`src/rtl/gpt_pkg.sv`:
```
package gpt_pkg;
  localparam int unsigned REG_W = 32;

  // register byte offsets
  localparam int unsigned OFS_COUNT   = 'h00;
  localparam int unsigned OFS_PRELOAD = 'h04;
  localparam int unsigned OFS_STATUS  = 'h08;
  localparam int unsigned OFS_INTEN   = 'h0C;
  localparam int unsigned OFS_CTRL    = 'h10;

  // control word bit positions
  localparam int unsigned CB_EN     = 0;
  localparam int unsigned CB_UP     = 2;
  localparam int unsigned CB_AUTO   = 3;
  localparam int unsigned CB_SRST   = 4;
  localparam int unsigned CB_START  = 5;
  localparam int unsigned CB_RELOAD = 6;
  localparam int unsigned CB_HALT   = 7;
  localparam int unsigned CB_PRESC  = 16;
endpackage

```
`src/rtl/gpt_rst_sync.sv`:
```
module gpt_rst_sync (
  input  logic clk,
  input  logic rst_n,
  output logic rst_n_sync
);
  logic [1:0] sync_q;

  always_ff @(posedge clk or negedge rst_n) begin
    if (!rst_n) sync_q <= 2'b00;
    else        sync_q <= {sync_q[0], 1'b1};
  end

  assign rst_n_sync = sync_q[1];
endmodule

```
`src/rtl/gpt_prescaler.sv`:
```
module gpt_prescaler #(
  parameter int unsigned PRE_W = 16
) (
  input  logic             clk,
  input  logic             rst_n,
  input  logic             run_i,
  input  logic             restart_i,
  input  logic [PRE_W-1:0] presc_i,
  output logic             tick_o
);
  logic [PRE_W-1:0] pcnt_q, pcnt_d;
  logic             wrap;

  assign wrap   = (pcnt_q >= presc_i);
  assign tick_o = run_i && !restart_i && wrap;

  always_comb begin
    pcnt_d = pcnt_q;
    if (restart_i)  pcnt_d = '0;
    else if (run_i) pcnt_d = wrap ? '0 : pcnt_q + 1'b1;
  end

  always_ff @(posedge clk or negedge rst_n) begin
    if (!rst_n) pcnt_q <= '0;
    else        pcnt_q <= pcnt_d;
  end

  AST_RESTART_ZERO: assert property (@(posedge clk) disable iff (!rst_n)
    restart_i |=> (pcnt_q == '0));
  AST_PRESC_FROZEN: assert property (@(posedge clk) disable iff (!rst_n)
    (!run_i && !restart_i) |=> $stable(pcnt_q));
endmodule

```
`src/rtl/gpt_counter.sv`:
```
module gpt_counter #(
  parameter int unsigned CNT_W = 16
) (
  input  logic             clk,
  input  logic             rst_n,
  input  logic             clr_i,
  input  logic             wr_i,
  input  logic [CNT_W-1:0] wdata_i,
  input  logic             load_i,
  input  logic [CNT_W-1:0] preload_i,
  input  logic             tick_i,
  input  logic             up_i,
  input  logic             auto_i,
  output logic [CNT_W-1:0] cnt_o,
  output logic             event_o
);
  logic [CNT_W-1:0] cnt_q, cnt_d, stepped, term;
  logic             override;

  assign stepped  = up_i ? cnt_q + 1'b1 : cnt_q - 1'b1;
  assign term     = up_i ? {CNT_W{1'b1}} : '0;
  assign override = clr_i || wr_i || load_i;
  assign event_o  = tick_i && !override && (stepped == term);

  always_comb begin
    cnt_d = cnt_q;
    if (clr_i)        cnt_d = '0;
    else if (wr_i)    cnt_d = wdata_i;
    else if (load_i)  cnt_d = preload_i;
    else if (tick_i)  cnt_d = (event_o && auto_i) ? preload_i : stepped;
  end

  always_ff @(posedge clk or negedge rst_n) begin
    if (!rst_n) cnt_q <= '0;
    else        cnt_q <= cnt_d;
  end

  assign cnt_o = cnt_q;

  AST_HOLD_NO_TICK: assert property (@(posedge clk) disable iff (!rst_n)
    (!tick_i && !override) |=> $stable(cnt_q));
  AST_ONESHOT_TERM: assert property (@(posedge clk) disable iff (!rst_n)
    (event_o && !auto_i) |=> (cnt_q == $past(term)));
endmodule

```
`src/rtl/gp_timer.sv`:
```
module gp_timer
  import gpt_pkg::*;
#(
  parameter int unsigned ADDR_W = 5,
  parameter int unsigned CNT_W  = 16,
  parameter int unsigned PRE_W  = 16
) (
  input  logic              clk,
  input  logic              rst_n,
  input  logic [ADDR_W-1:0] reg_addr,
  input  logic              reg_wr,
  input  logic [REG_W-1:0]  reg_wdata,
  output logic [REG_W-1:0]  reg_rdata,
  output logic              irq
);
  logic rst_ni;
  logic wr_cnt, wr_pre, wr_sts, wr_ie, wr_ctl;
  logic srst, reload, restart, run, tick, evt;
  logic [CNT_W-1:0] cnt, preload_q, preload_d;
  logic status_q, status_d, ie_q, ie_d;
  logic en_q, en_d, up_q, up_d, auto_q, auto_d;
  logic start_q, start_d, halt_q, halt_d;
  logic [PRE_W-1:0] presc_q, presc_d;
  logic unused_wbits;

  assign unused_wbits = ^{reg_wdata[15:8], reg_wdata[1]};

  gpt_rst_sync u_rst (.clk(clk), .rst_n(rst_n), .rst_n_sync(rst_ni));

  assign wr_cnt  = reg_wr && (reg_addr == ADDR_W'(OFS_COUNT));
  assign wr_pre  = reg_wr && (reg_addr == ADDR_W'(OFS_PRELOAD));
  assign wr_sts  = reg_wr && (reg_addr == ADDR_W'(OFS_STATUS));
  assign wr_ie   = reg_wr && (reg_addr == ADDR_W'(OFS_INTEN));
  assign wr_ctl  = reg_wr && (reg_addr == ADDR_W'(OFS_CTRL));
  assign srst    = wr_ctl && reg_wdata[CB_SRST];
  assign reload  = wr_ctl && !srst && reg_wdata[CB_RELOAD];
  assign restart = srst || (wr_ctl && reg_wdata[CB_START] && reg_wdata[CB_EN]);
  assign run     = en_q && start_q && !halt_q;

  gpt_prescaler #(.PRE_W(PRE_W)) u_pre (
    .clk(clk), .rst_n(rst_ni), .run_i(run), .restart_i(restart),
    .presc_i(presc_q), .tick_o(tick)
  );

  gpt_counter #(.CNT_W(CNT_W)) u_cnt (
    .clk(clk), .rst_n(rst_ni), .clr_i(srst), .wr_i(wr_cnt),
    .wdata_i(reg_wdata[CNT_W-1:0]), .load_i(reload), .preload_i(preload_q),
    .tick_i(tick), .up_i(up_q), .auto_i(auto_q), .cnt_o(cnt), .event_o(evt)
  );

  always_comb begin
    preload_d = preload_q;
    status_d  = status_q;
    ie_d      = ie_q;
    en_d      = en_q;
    up_d      = up_q;
    auto_d    = auto_q;
    start_d   = start_q;
    halt_d    = halt_q;
    presc_d   = presc_q;
    if (srst) begin
      preload_d = '0; status_d = 1'b0; ie_d = 1'b0; en_d = 1'b0; up_d = 1'b0;
      auto_d = 1'b0; start_d = 1'b0; halt_d = 1'b0; presc_d = '0;
    end else begin
      if (wr_pre) preload_d = reg_wdata[CNT_W-1:0];
      if (wr_ie)  ie_d = reg_wdata[0];
      if (evt)    status_d = 1'b1;
      else if (wr_sts && reg_wdata[0]) status_d = 1'b0;
      if (wr_ctl) begin
        en_d    = reg_wdata[CB_EN];
        up_d    = reg_wdata[CB_UP];
        auto_d  = reg_wdata[CB_AUTO];
        start_d = reg_wdata[CB_START] && reg_wdata[CB_EN];
        halt_d  = reg_wdata[CB_HALT];
        presc_d = reg_wdata[CB_PRESC +: PRE_W];
      end else if (evt && !auto_q) begin
        start_d = 1'b0;
      end
    end
  end

  always_ff @(posedge clk or negedge rst_ni) begin
    if (!rst_ni) begin
      preload_q <= '0; status_q <= 1'b0; ie_q <= 1'b0; en_q <= 1'b0;
      up_q <= 1'b0; auto_q <= 1'b0; start_q <= 1'b0; halt_q <= 1'b0;
      presc_q <= '0;
    end else begin
      preload_q <= preload_d; status_q <= status_d; ie_q <= ie_d;
      en_q <= en_d; up_q <= up_d; auto_q <= auto_d; start_q <= start_d;
      halt_q <= halt_d; presc_q <= presc_d;
    end
  end

  always_comb begin
    reg_rdata = '0;
    case (reg_addr)
      ADDR_W'(OFS_COUNT):   reg_rdata = REG_W'(cnt);
      ADDR_W'(OFS_PRELOAD): reg_rdata = REG_W'(preload_q);
      ADDR_W'(OFS_STATUS):  reg_rdata[0] = status_q;
      ADDR_W'(OFS_INTEN):   reg_rdata[0] = ie_q;
      ADDR_W'(OFS_CTRL): begin
        reg_rdata[CB_EN]    = en_q;
        reg_rdata[CB_UP]    = up_q;
        reg_rdata[CB_AUTO]  = auto_q;
        reg_rdata[CB_START] = start_q;
        reg_rdata[CB_HALT]  = halt_q;
        reg_rdata[CB_PRESC +: PRE_W] = presc_q;
      end
      default: reg_rdata = '0;
    endcase
  end

  assign irq = status_q && ie_q;

  AST_EVENT_STICKY: assert property (@(posedge clk) disable iff (!rst_ni)
    (evt && !srst) |=> status_q);
  AST_ONESHOT_STOP: assert property (@(posedge clk) disable iff (!rst_ni)
    (evt && !auto_q && !wr_ctl) |=> !start_q);
  AST_AUTO_KEEPS: assert property (@(posedge clk) disable iff (!rst_ni)
    (evt && auto_q && !wr_ctl) |=> (start_q && cnt == $past(preload_q)));
  AST_RELOAD_COPY: assert property (@(posedge clk) disable iff (!rst_ni)
    reload |=> (cnt == $past(preload_q)));
  AST_NO_EN_NO_START: assert property (@(posedge clk) disable iff (!rst_ni)
    (wr_ctl && !reg_wdata[CB_EN]) |=> !start_q);
  AST_SRST_ZERO: assert property (@(posedge clk) disable iff (!rst_ni)
    srst |=> (cnt == '0 && !status_q && !ie_q && !en_q && preload_q == '0));
endmodule

```
`config.mk`:
```
export PLATFORM = sky130hd
export DESIGN_NAME = gp_timer
export DESIGN_NICKNAME = d
export VERILOG_FILES = /design/src/rtl/gpt_pkg.sv /design/src/rtl/gpt_rst_sync.sv /design/src/rtl/gpt_prescaler.sv /design/src/rtl/gpt_counter.sv /design/src/rtl/gp_timer.sv
export SDC_FILE = /design/constraint.sdc
export NUM_CORES = 1
export LEC_CHECK = 0
export BUFFER_PORTS_ARGS = -buffer_cell sky130_fd_sc_hd__buf_2
export CAP_MARGIN = 20
export CORE_MARGIN = 4
export CORE_UTILIZATION = 26
export CTS_BUF_LIST = sky130_fd_sc_hd__clkbuf_8
export CTS_CLUSTER_SIZE = 10
export DETAILED_ROUTE_END_ITERATION = 16
export GPL_ROUTABILITY_DRIVEN = 0
export PLACE_DENSITY = 0.49
export SETUP_SLACK_MARGIN = 0.4
export SYNTH_ARGS = -nofsm -noshare
export SYNTH_HDL_FRONTEND = slang
export SYNTH_SLANG_ARGS = --single-unit
export TNS_END_PERCENT = 100
```
`constraint.sdc`:
```
create_clock -name clk -period 4.2 [get_ports clk]
set_input_delay 0.63 -clock clk [delete_from_list [all_inputs] [get_ports clk]]
set_output_delay 0.63 -clock clk [all_outputs]
set_load 0.01 [all_outputs]
```
---- Word level (Yosys, flattened, before mapping) ----
Index checks and enable logic that the tools add are counted.
storage, ports and cells
  register bits after elaboration ......... 73
  bits of input ports ..................... 40
  output and inout port bits .............. 33
  logic and storage cells ................. 97
operators by class
  add/sub/neg operators ................... 3
  magnitude comparators ................... 1
  eq/ne operators ......................... 5
  multiplexer cells ....................... 39
  reduce and logical (&&, ||, !) cells .... 37
operators with widths
  operator               number
  $mux 16                15
  $add 16x1->16 const B  2
  $logic_and 1x1->1      21
  $eq 16x16->1           1
  $ge 16x16->1           1
  $mux 1                 16
  $pmux 8 s2             1
  $sub 16x1->16 const B  1
  $eq 5x4->1 const B     2
  $reduce_bool 2->1      4
  $pmux 1 s2             3
  $pmux 1 s3             2
  $pmux 2 s3             1
  $reduce_bool 3->1      2
  $eq 5x3->1 const B     1
  $eq 5x5->1 const B     1
  $logic_not 1->1        5
  $logic_not 5->1        1
  $pmux 1 s5             1
  $reduce_bool 4->1      1
  $logic_or 1x1->1       3

---- Logic depth before layout (Yosys ltp) ----
Gate-level depths: netlist of run 1.
  depth in word-level cells ............... 16
  gate-level depth with buffers ........... 15
  gate-level depth less buffers ........... 11

---- Hierarchy ----
Synthesis of run 1 repeated with hierarchy kept, for this count alone.
unflattened totals
  cells, all modules ...................... 703
  area, all modules ....................... 6000.8 µm²
modules (own cells, without submodules)
  module         instances  cells each  area each (µm²)  sequential area each (µm²)
  gpt_counter    1          335         2533.7           400.4
  gp_timer       1          212         2155.8           975.9
  gpt_prescaler  1          153         1257.5           400.4
  gpt_rst_sync   1          3           53.8             50.0

---- Worst setup path after synthesis of run 1 ----
No wires, ideal clock.
  kind .................................... register to register
  start ................................... register up_q
  end ..................................... register u_cnt.cnt_q[10] (netlist: u_cnt.cnt_o[10])
  setup time .............................. 0.133 ns
  data arrival time ....................... 3.818 ns
  slack ................................... 0.249 ns
  stages on the path, launching flop included .. 16
  path buffers ............................ 4
  clock period less this slack ............ 3.951 ns
  path through ............................ dfrtp_1 -> clkdlybuf4s15_1 -> inv_1 -> ha_1 -> clkbuf_2 -> a2111oi_0 -> a21bo_2 -> a41oi_1 -> o211ai_1 -> xnor2_1 -> or4_4 -> o32a_1 -> buf_6 -> buf_6 -> a21oi_2 -> o31ai_2
between the ends
  cells in the longest elaborated chain, start to end .. 9
  elaborated cells between the ends (all ways) .. 10
  classes of those cells .................. 1 x eq/ne; 7 x mux; 2 x reduce/logical
RTL lines
  what                        RTL line                              text
  start: declaration          gp_timer.sv:21                        logic en_q, en_d, up_q, up_d, auto_q, auto_d;
  start signal: assignment    gp_timer.sv:89                        en_q <= en_d; up_q <= up_d; auto_q <= auto_d; start_q <= start_d;
  $mux 16 (on tied branches)  gpt_counter.sv:20, gpt_counter.sv:21
  $eq 16x16->1                gpt_counter.sv:23                     assign event_o = tick_i && !override && (stepped == term);
  $logic_and 1x1->1           gpt_counter.sv:23
  $logic_and 1x1->1           gpt_counter.sv:30                     else if (tick_i) cnt_d = (event_o && auto_i) ? preload_i : stepped;
  $mux 16 (*) (2 in series)   gpt_counter.sv:30
  $mux 16 (*)                 gpt_counter.sv:29                     else if (load_i) cnt_d = preload_i;
  $mux 16 (*)                 gpt_counter.sv:28                     else if (wr_i) cnt_d = wdata_i;
  $mux 16 (*)                 gpt_counter.sv:27                     if (clr_i) cnt_d = '0;
  end signal: assignment      gpt_counter.sv:35                     else cnt_q <= cnt_d;
  end: declaration            gpt_counter.sv:17                     logic [CNT_W-1:0] cnt_q, cnt_d, stepped, term;
Every way passes the cells marked *; elsewhere a longest branch is shown, timed or not. The select of a mux whose other input is x is not followed.
A chain may end at the register's enable or synchronous reset.

---- Final worst setup path of run 1 ----
  start ................................... register up_q
  end ..................................... register u_cnt.cnt_q[1] (netlist: u_cnt.cnt_o[1])
The elaborated chain is that of the path after synthesis.

==> results of run 1 <==
flip-flops by register name, indices dropped and copies added (netlist names), 2 cells and up:
| name | flops |
|---|---|
| preload_q | 16 |
| presc_q | 16 |
| u_cnt.cnt_o | 16 |
| u_pre.pcnt_q | 16 |
| u_rst.sync_q | 2 |
what timing repair did:
action	CTS	global route
endpoints found under the setup margin	13	16
resized for setup	2	8
hold buffers	0	1
buffers inserted	0	1
endpoints found under the hold margin	0	2
pin swaps	0	1
routing by layer:
metal | routed length [µm] | track usage [%] | share of wire, % | up-vias
met4 | 476 | 5.303 | 2.8 | 0
li1 | - | - | - | 2492
met3 | 662 | 2.714 | 3.8 | 31
met2 | 8246 | 24.17 | 48 | 122
met5 | 0 | 0 | 0 | -
met1 | 7860 | 19.30 | 46 | 2434
cell usage in the layout (no fill, tap or decap), drive strengths merged, types with 7 or more instances in the layout:
cell / netlist / layout
nand2: 92 / 92
buf: 11 / 91
dfrtp: 73 / 73
o21ai: 73 / 73
a21oi: 46 / 46
ha: 31 / 31
and3: 30 / 30
inv: 27 / 29
nand3: 28 / 28
nor2: 22 / 22
nand3b: 21 / 21
a22o: 13 / 13
nor4: 11 / 11
clkbuf: 31 / 10
xnor2: 9 / 9
nand2b: 8 / 8
nand4: 8 / 8
o31ai: 8 / 8
a21o: 7 / 7
worst paths after layout:
check                                             end  depth (start not counted)
max                        u_cnt.cnt_o[1]$_DFFE_PN0P_                         12
min                           presc_q[13]$_DFFE_PN0P_                          0
max reg2reg                u_cnt.cnt_o[1]$_DFFE_PN0P_                         12
min reg2reg                   presc_q[13]$_DFFE_PN0P_                          0
max in group asynchronous   preload_q[10]$_DFFE_PN0P_                          1
min in group clk            u_rst.sync_q[1]$_DFF_PN0_                          0
through the flow:
step                      worst slack [ns]  instance area [µm²]  total power [mW]  util, %  hold WS [ns]
after floorplan                     0.4257                 5474             2.307        -        0.3312
after global placement              0.3043                 6055             2.726    29.54        0.3375
after detailed placement            0.2637                 6055             2.705    29.54        0.3356
after CTS                           0.4622                 6240             3.252    30.45      0.001626
after global routing                0.4118                 6284             3.537    30.66        0.3670
final                               0.6299                 6284             3.260    30.66        0.3275
layout make-up:
type | instances | area [µm²] | share of cell area, %
Clock inverter | 6 | 35.03 | 0.5575
Inverter | 27 | 106.4 | 1.693
Clock buffer | 10 | 137.6 | 2.190
Multi-Input combinational cell | 504 | 3319 | 52.83
Timing Repair Buffer | 92 | 516.7 | 8.224
Sequential cell | 73 | 1831 | 29.13
Tap cell | 270 | 337.8 | 5.376
cell families (layout without fill, tap and decap cells):
| logic type | Yosys count | after routing | synth area share [%] |
|---|---|---|---|
| flip-flops | 73 | 73 | 33.39 |
| multiplexers | 5 | 5 | 1.189 |
| AND/OR/NAND/NOR | 250 | 250 | 23.83 |
| AO/OA/AOI/OAI | 205 | 205 | 25.57 |
| XOR/XNOR | 11 | 11 | 1.761 |
| adder cells (fa/ha/maj) | 32 | 32 | 7.455 |
| buffers and inverters | 71 | 135 | 6.746 |
| other | 1 | 1 | 0.06854 |
report_power, final:
group          leakage, nW  switching, mW  internal, mW
logic                 1.85           1.01         0.701
registers            0.936          0.163         0.857
clock network       0.0936          0.299         0.228
total                 2.88           1.48          1.78
==> results.py, run 1 <==
metrics = {
    "synthesis": {
        "ys_seq_area_share_pct": 33.39,
        "synth_top_area_share_pct": 33.39,
        "synth-async-reset-ratio_pct": 100.0,
        "synthFlopType": "dfrtp_1",
        "netlist-cell-type-count": 82,
        "synthTopCellsByCount": "92 x nand2_1, 73 x dfrtp_1, 65 x o21ai_0",
        "yosys_warnings": 0,
        "synth_cells": 648,
        "syn_avg_cell_area_um2": 8.444,
        "syn-num-nets": 720,
        "synth_top_cell_by_area": "dfrtp_1",
        "netlist_area_um2": 5471,
        "synth_edf_count": 0,
        "ys_ff_latch": 73,
        "yosysMostFrequentCell": "nand2_1",
        "ys_top_cells_by_area": "dfrtp_1 33%, ha_1 7.1%, nand2_1 6.3%",
    },
    "die": {
        "start_util_pct": 26.70,
        "row_count": 52,
        "die_h_um": 153.1,
        "design.die.area_um2": 23430,
        "dieWidth_um": 153.1,
        "io_pins": 73,
        "fp.coreArea_um2": 20490,
    },
    "worst_setup_path": {
        "r2r-start": "up_q$_DFFE_PN0P_",
        "crit_fanout": 16,
        "max_stage_delay_ns": 0.52,
        "path_buf_inv": 2,
        "critical_path_class": "flip-flop to flip-flop",
        "crit_arrival_ns": 3.89,
        "worstSetupStartpoint": "up_q$_DFFE_PN0P_",
        "startpoint_type": "flip-flop",
        "cp-end-kind": "flip-flop",
        "r2r_slack_ns": 0.63,
        "cp_slowest_cell": "or4_4",
        "cp_top_family": "simple AND/OR/NAND/NOR gates",
        "cp_data_required_time_ns": 4.52,
        "crit_chain": "inv_6 > ha_1 > o21a_4 > a211oi_2 > or3_4 > a32oi_1 > nand4_1 > or4_4 > o32ai_2 > buf_6 > mux2_2 > nand2_1",
    },
    "grt": {
        "track_usage_pct": 14.69,
        "grt_max_degree": 42,
        "grt_pass1_vias": 5019,
        "grt_overflow": 0,
        "antenna_found_initial": 0,
        "grt_pass1_wl_mm": 27.90,
    },
    "place": {
        "portBuffers": 72,
        "place_hpwl_mm": 12.49,
        "place_inst": 964,
    },
    "clock_tree": {
        "clockBufferDepth": 2,
        "root_buffer": "clkbuf_8",
        "cts_tree": "built",
        "cts-htree-levels": 3,
        "cts.clk_slew.worst_paths_ns": 0.09,
        "numCtsBuffers": 9,
        "cts_sinks": 73,
        "clock_latency_ns": 0.38,
    },
    "layout": {
        "antenna_cells": 0,
        "area.growth.synth_to_final_pct": 14.84,
        "layout.nets": 779,
        "fin_cells": 982,
        "drive_gt1_share_pct": 20.08,
        "fill_cells": 2207,
    },
    "timing": {
        "worst_pin_slew_ns": 0.6891,
        "clock_skew_ns": 0.01164,
        "period_needed_ns": 3.570,
        "fmax_mhz": 280.1,
        "final-hold-violation-count": 0,
        "maxSlewHeadroom_pct": 54.06,
        "setup_viol": 0,
        "fin_crit_sh_pct": 85.00,
        "tns_ns": 0,
        "slew_viol_final": 0,
        "grt_setup_unrepaired": "false",
    },
    "power": {
        "leakage_nw": 2.884,
        "p_per_area_nw_per_um2": 518.8,
        "ir_drop_mv": 0.1680,
    },
    "drt": {
        "via_per_inst": 5.172,
        "dr.pass1.iters": 4,
        "drt-initial-drc-count": 287,
        "drc": 0,
        "vias": 5079,
        "drt_wl_total_mm": 17.25,
        "wl_per_cell_um": 17.56,
        "ant_nets": 0,
    },
    "job": {
        "cap_violations": 0,
    },
    "status": {
        "outcome": "completed",
    },
    "worst_hold_path": {
        "hold_path_class": "flip-flop to async pin",
    },
}
Note: power is estimated with default switching activity, not from simulation.
==> inputs of run 2 (changes only) <==
Settings changed: ABC_AREA from default to 1.
==> results.py, run 2 <==
metrics = {
    "synthesis": {
        "synth_top_cell_by_area": "dfrtp_1",
        "synth_edf_count": 0,
        "synth-async-reset-ratio_pct": 100.0,
        "yosys_warnings": 0,
        "yosysMostFrequentCell": "nand2_1",
        "synth_top_area_share_pct": 34.63,
        "ys_top_cells_by_area": "dfrtp_1 35%, nand2_1 17%, inv_1 9.4%",
        "syn-num-nets": 850,
        "netlist-cell-type-count": 31,
        "synthTopCellsByCount": "235 x nand2_1, 132 x inv_1, 73 x dfrtp_1, 73 x nand3_1, 47 x nor2_1",
        "netlist_area_um2": 5275,
        "ys_seq_area_share_pct": 34.63,
        "syn_avg_cell_area_um2": 6.780,
        "synthFlopType": "dfrtp_1",
        "synth_cells": 778,
        "ys_ff_latch": 73,
    },
    "clock_tree": {
        "clock_latency_ns": 0.35,
        "cts-htree-levels": 3,
        "cts_tree": "built",
        "cts.clk_slew.worst_paths_ns": 0.08,
        "root_buffer": "clkbuf_8",
        "cts_sinks": 73,
        "clockBufferDepth": 2,
        "hold_buffers": 0,
        "numCtsBuffers": 9,
    },
    "power": {
        "p_switching_mw": 1.432,
        "internal-power_mw": 1.777,
        "clkPwrFrac_pct": 19.0,
        "p_seq_share_pct": 31.3,
        "p_comb_share_pct": 49.7,
        "p_per_area_nw_per_um2": 520.7,
        "ir_drop_mv": 0.1601,
        "swShare_pct": 44.61,
        "finalPower_mw": 3.209,
        "leakage_nw": 3.342,
    },
    "drt": {
        "drc": 0,
        "ant_nets": 0,
        "via_per_inst": 4.508,
        "drt-initial-drc-count": 225,
        "dr.pass1.iters": 4,
        "drt_wl_total_mm": 15.16,
        "wl_per_cell_um": 13.55,
        "vias": 5044,
    },
    "timing": {
        "period_needed_ns": 3.148,
        "clock_skew_ns": 0.01603,
        "fin_crit_sh_pct": 74.96,
        "setup_slack_ns": 1.052,
        "tns_ns": 0,
        "maxSlewHeadroom_pct": 48.57,
        "grt_setup_unrepaired": "false",
        "worst_pin_slew_ns": 0.7706,
        "final-hold-violation-count": 0,
        "hold_ws_ns": 0.04641,
        "slew_viol_final": 0,
        "fmax_mhz": 317.6,
        "setup_viol": 0,
    },
    "grt": {
        "grt_overflow": 0,
        "track_usage_pct": 14.06,
        "antenna_found_initial": 0,
        "grt_pass1_wl_mm": 25.57,
        "grt_max_degree": 46,
        "grt_pass1_vias": 5057,
    },
    "place": {
        "place_hpwl_mm": 11.81,
        "pre_cts_slack_ns": 0.8926,
        "place_inst": 1102,
        "portBuffers": 72,
        "place_area_um2": 5926,
    },
    "worst_hold_path": {
        "hold_path_class": "input pin to async pin",
    },
    "layout": {
        "drive_gt1_share_pct": 12.76,
        "final_cell_mix": "235 x nand2_1, 133 x inv_1, 73 x nand3_1",
        "antenna_cells": 0,
        "fin_cells": 1119,
        "layout_commonest_cell": "nand2_1",
        "fill_cells": 2161,
        "layout.nets": 921,
        "area.growth.synth_to_final_pct": 16.82,
        "final_util_pct": 31.25,
        "finalInstanceArea_um2": 6162,
    },
    "die": {
        "design.die.area_um2": 22630,
        "start_util_pct": 26.75,
        "io_pins": 73,
        "dieWidth_um": 150.4,
        "die_h_um": 150.4,
        "fp.coreArea_um2": 19720,
        "row_count": 51,
    },
    "worst_setup_path": {
        "crit_arrival_ns": 3.43,
        "startpoint_type": "flip-flop",
        "cp_data_required_time_ns": 4.48,
        "critical_path_class": "flip-flop to flip-flop",
        "cp-end-kind": "flip-flop",
        "crit_fanout": 18,
    },
    "status": {
        "outcome": "completed",
    },
    "job": {
        "cap_violations": 0,
    },
}
run 2: worst paths after layout:
| check | from | end | slack, ns | cells past startpoint |
|---|---|---|---|---|
| min in group clk | u_rst.sync_q[0]$_DFF_PN0_ | u_rst.sync_q[1]$_DFF_PN0_ | 0.36 | 0 |
| max | up_q$_DFFE_PN0P_ | u_cnt.cnt_o[14]$_DFFE_PN0P_ | 1.05 | 19 |
| max in group asynchronous | u_rst.sync_q[1]$_DFF_PN0_ | u_pre.pcnt_q[9]$_DFFE_PN0P_ | 2.86 | 1 |
| min reg2reg | u_rst.sync_q[1]$_DFF_PN0_ | presc_q[0]$_DFFE_PN0P_ | 0.28 | 0 |
| min | rst_n | u_rst.sync_q[1]$_DFF_PN0_ | 0.05 | 1 |
| max reg2reg | up_q$_DFFE_PN0P_ | u_cnt.cnt_o[14]$_DFFE_PN0P_ | 1.05 | 19 |
run 2: kinds of logic (layout without fill, tap and decap cells):
logic type / Yosys count / after routing / synth area share [%]
xor gates and xnor gates: 15 / 15 / 2.491
DFF: 73 / 73 / 34.63
AOI/OAI and AO/OA: 116 / 116 / 12.33
buffers and inverters: 151 / 227 / 10.98
other: 1 / 1 / 0.07109
and+or+nand+nor: 390 / 390 / 31.76
adders and majority gates: 32 / 32 / 7.732
run 2: per-layer routing:
metal	vias to the layer above	track usage, %	wire length [µm]	share of wire (%)
li1	2647	-	-	-
met1	2297	17.99	6943	46
met2	77	24.11	7359	49
met3	23	2.228	541	3.6
met4	0	4.758	316	2.1
met5	-	0	0	0
run 2: power groups by stage:
stage	combinational [mW]	clock, mW	sequential, mW
after CTS	1.59	0.628	1.00
after global routing	1.85	0.656	1.03
after detailed placement	1.58	0	1.02
final	1.60	0.611	1.00
after global placement	1.59	0	1.02
after floorplan	1.21	0	0.967
run 2: area by class of cell:
cell class	count	area, µm²	share of cell area [%]
multi-input cells	554	2869	46.56
flip-flops and latches	73	1828	29.66
inverters	133	503.0	8.162
repair buffers	78	417.9	6.782
well taps	265	331.6	5.381
clock buffers	9	123.9	2.010
clock inverters	7	88.84	1.442
run 2: critical path: stages (launching register included):
cell and delay, ns:
dfrtp_1 0.47, clkinvlp_4 0.15, buf_12 0.17, ha_1 0.37
nand2_1 0.13, nor2_1 0.14, nand2_1 0.09, nand3_1 0.12
nand2_1 0.07, nand2_1 0.12, inv_1 0.07, nor2_1 0.11
nand2_1 0.07, a21oi_2 0.20, nand4_4 0.27, nand2_4 0.28
nand2_1 0.08, nand3_1 0.07, nand2_1 0.05, nand2_1 0.05
run 2: what timing repair did:
action / CTS / global route
setup endpoints to repair: 0 / 2
gates resized for setup: 0 / 1
buffers inserted: 0 / 1
endpoints found under the hold margin: 0 / 0
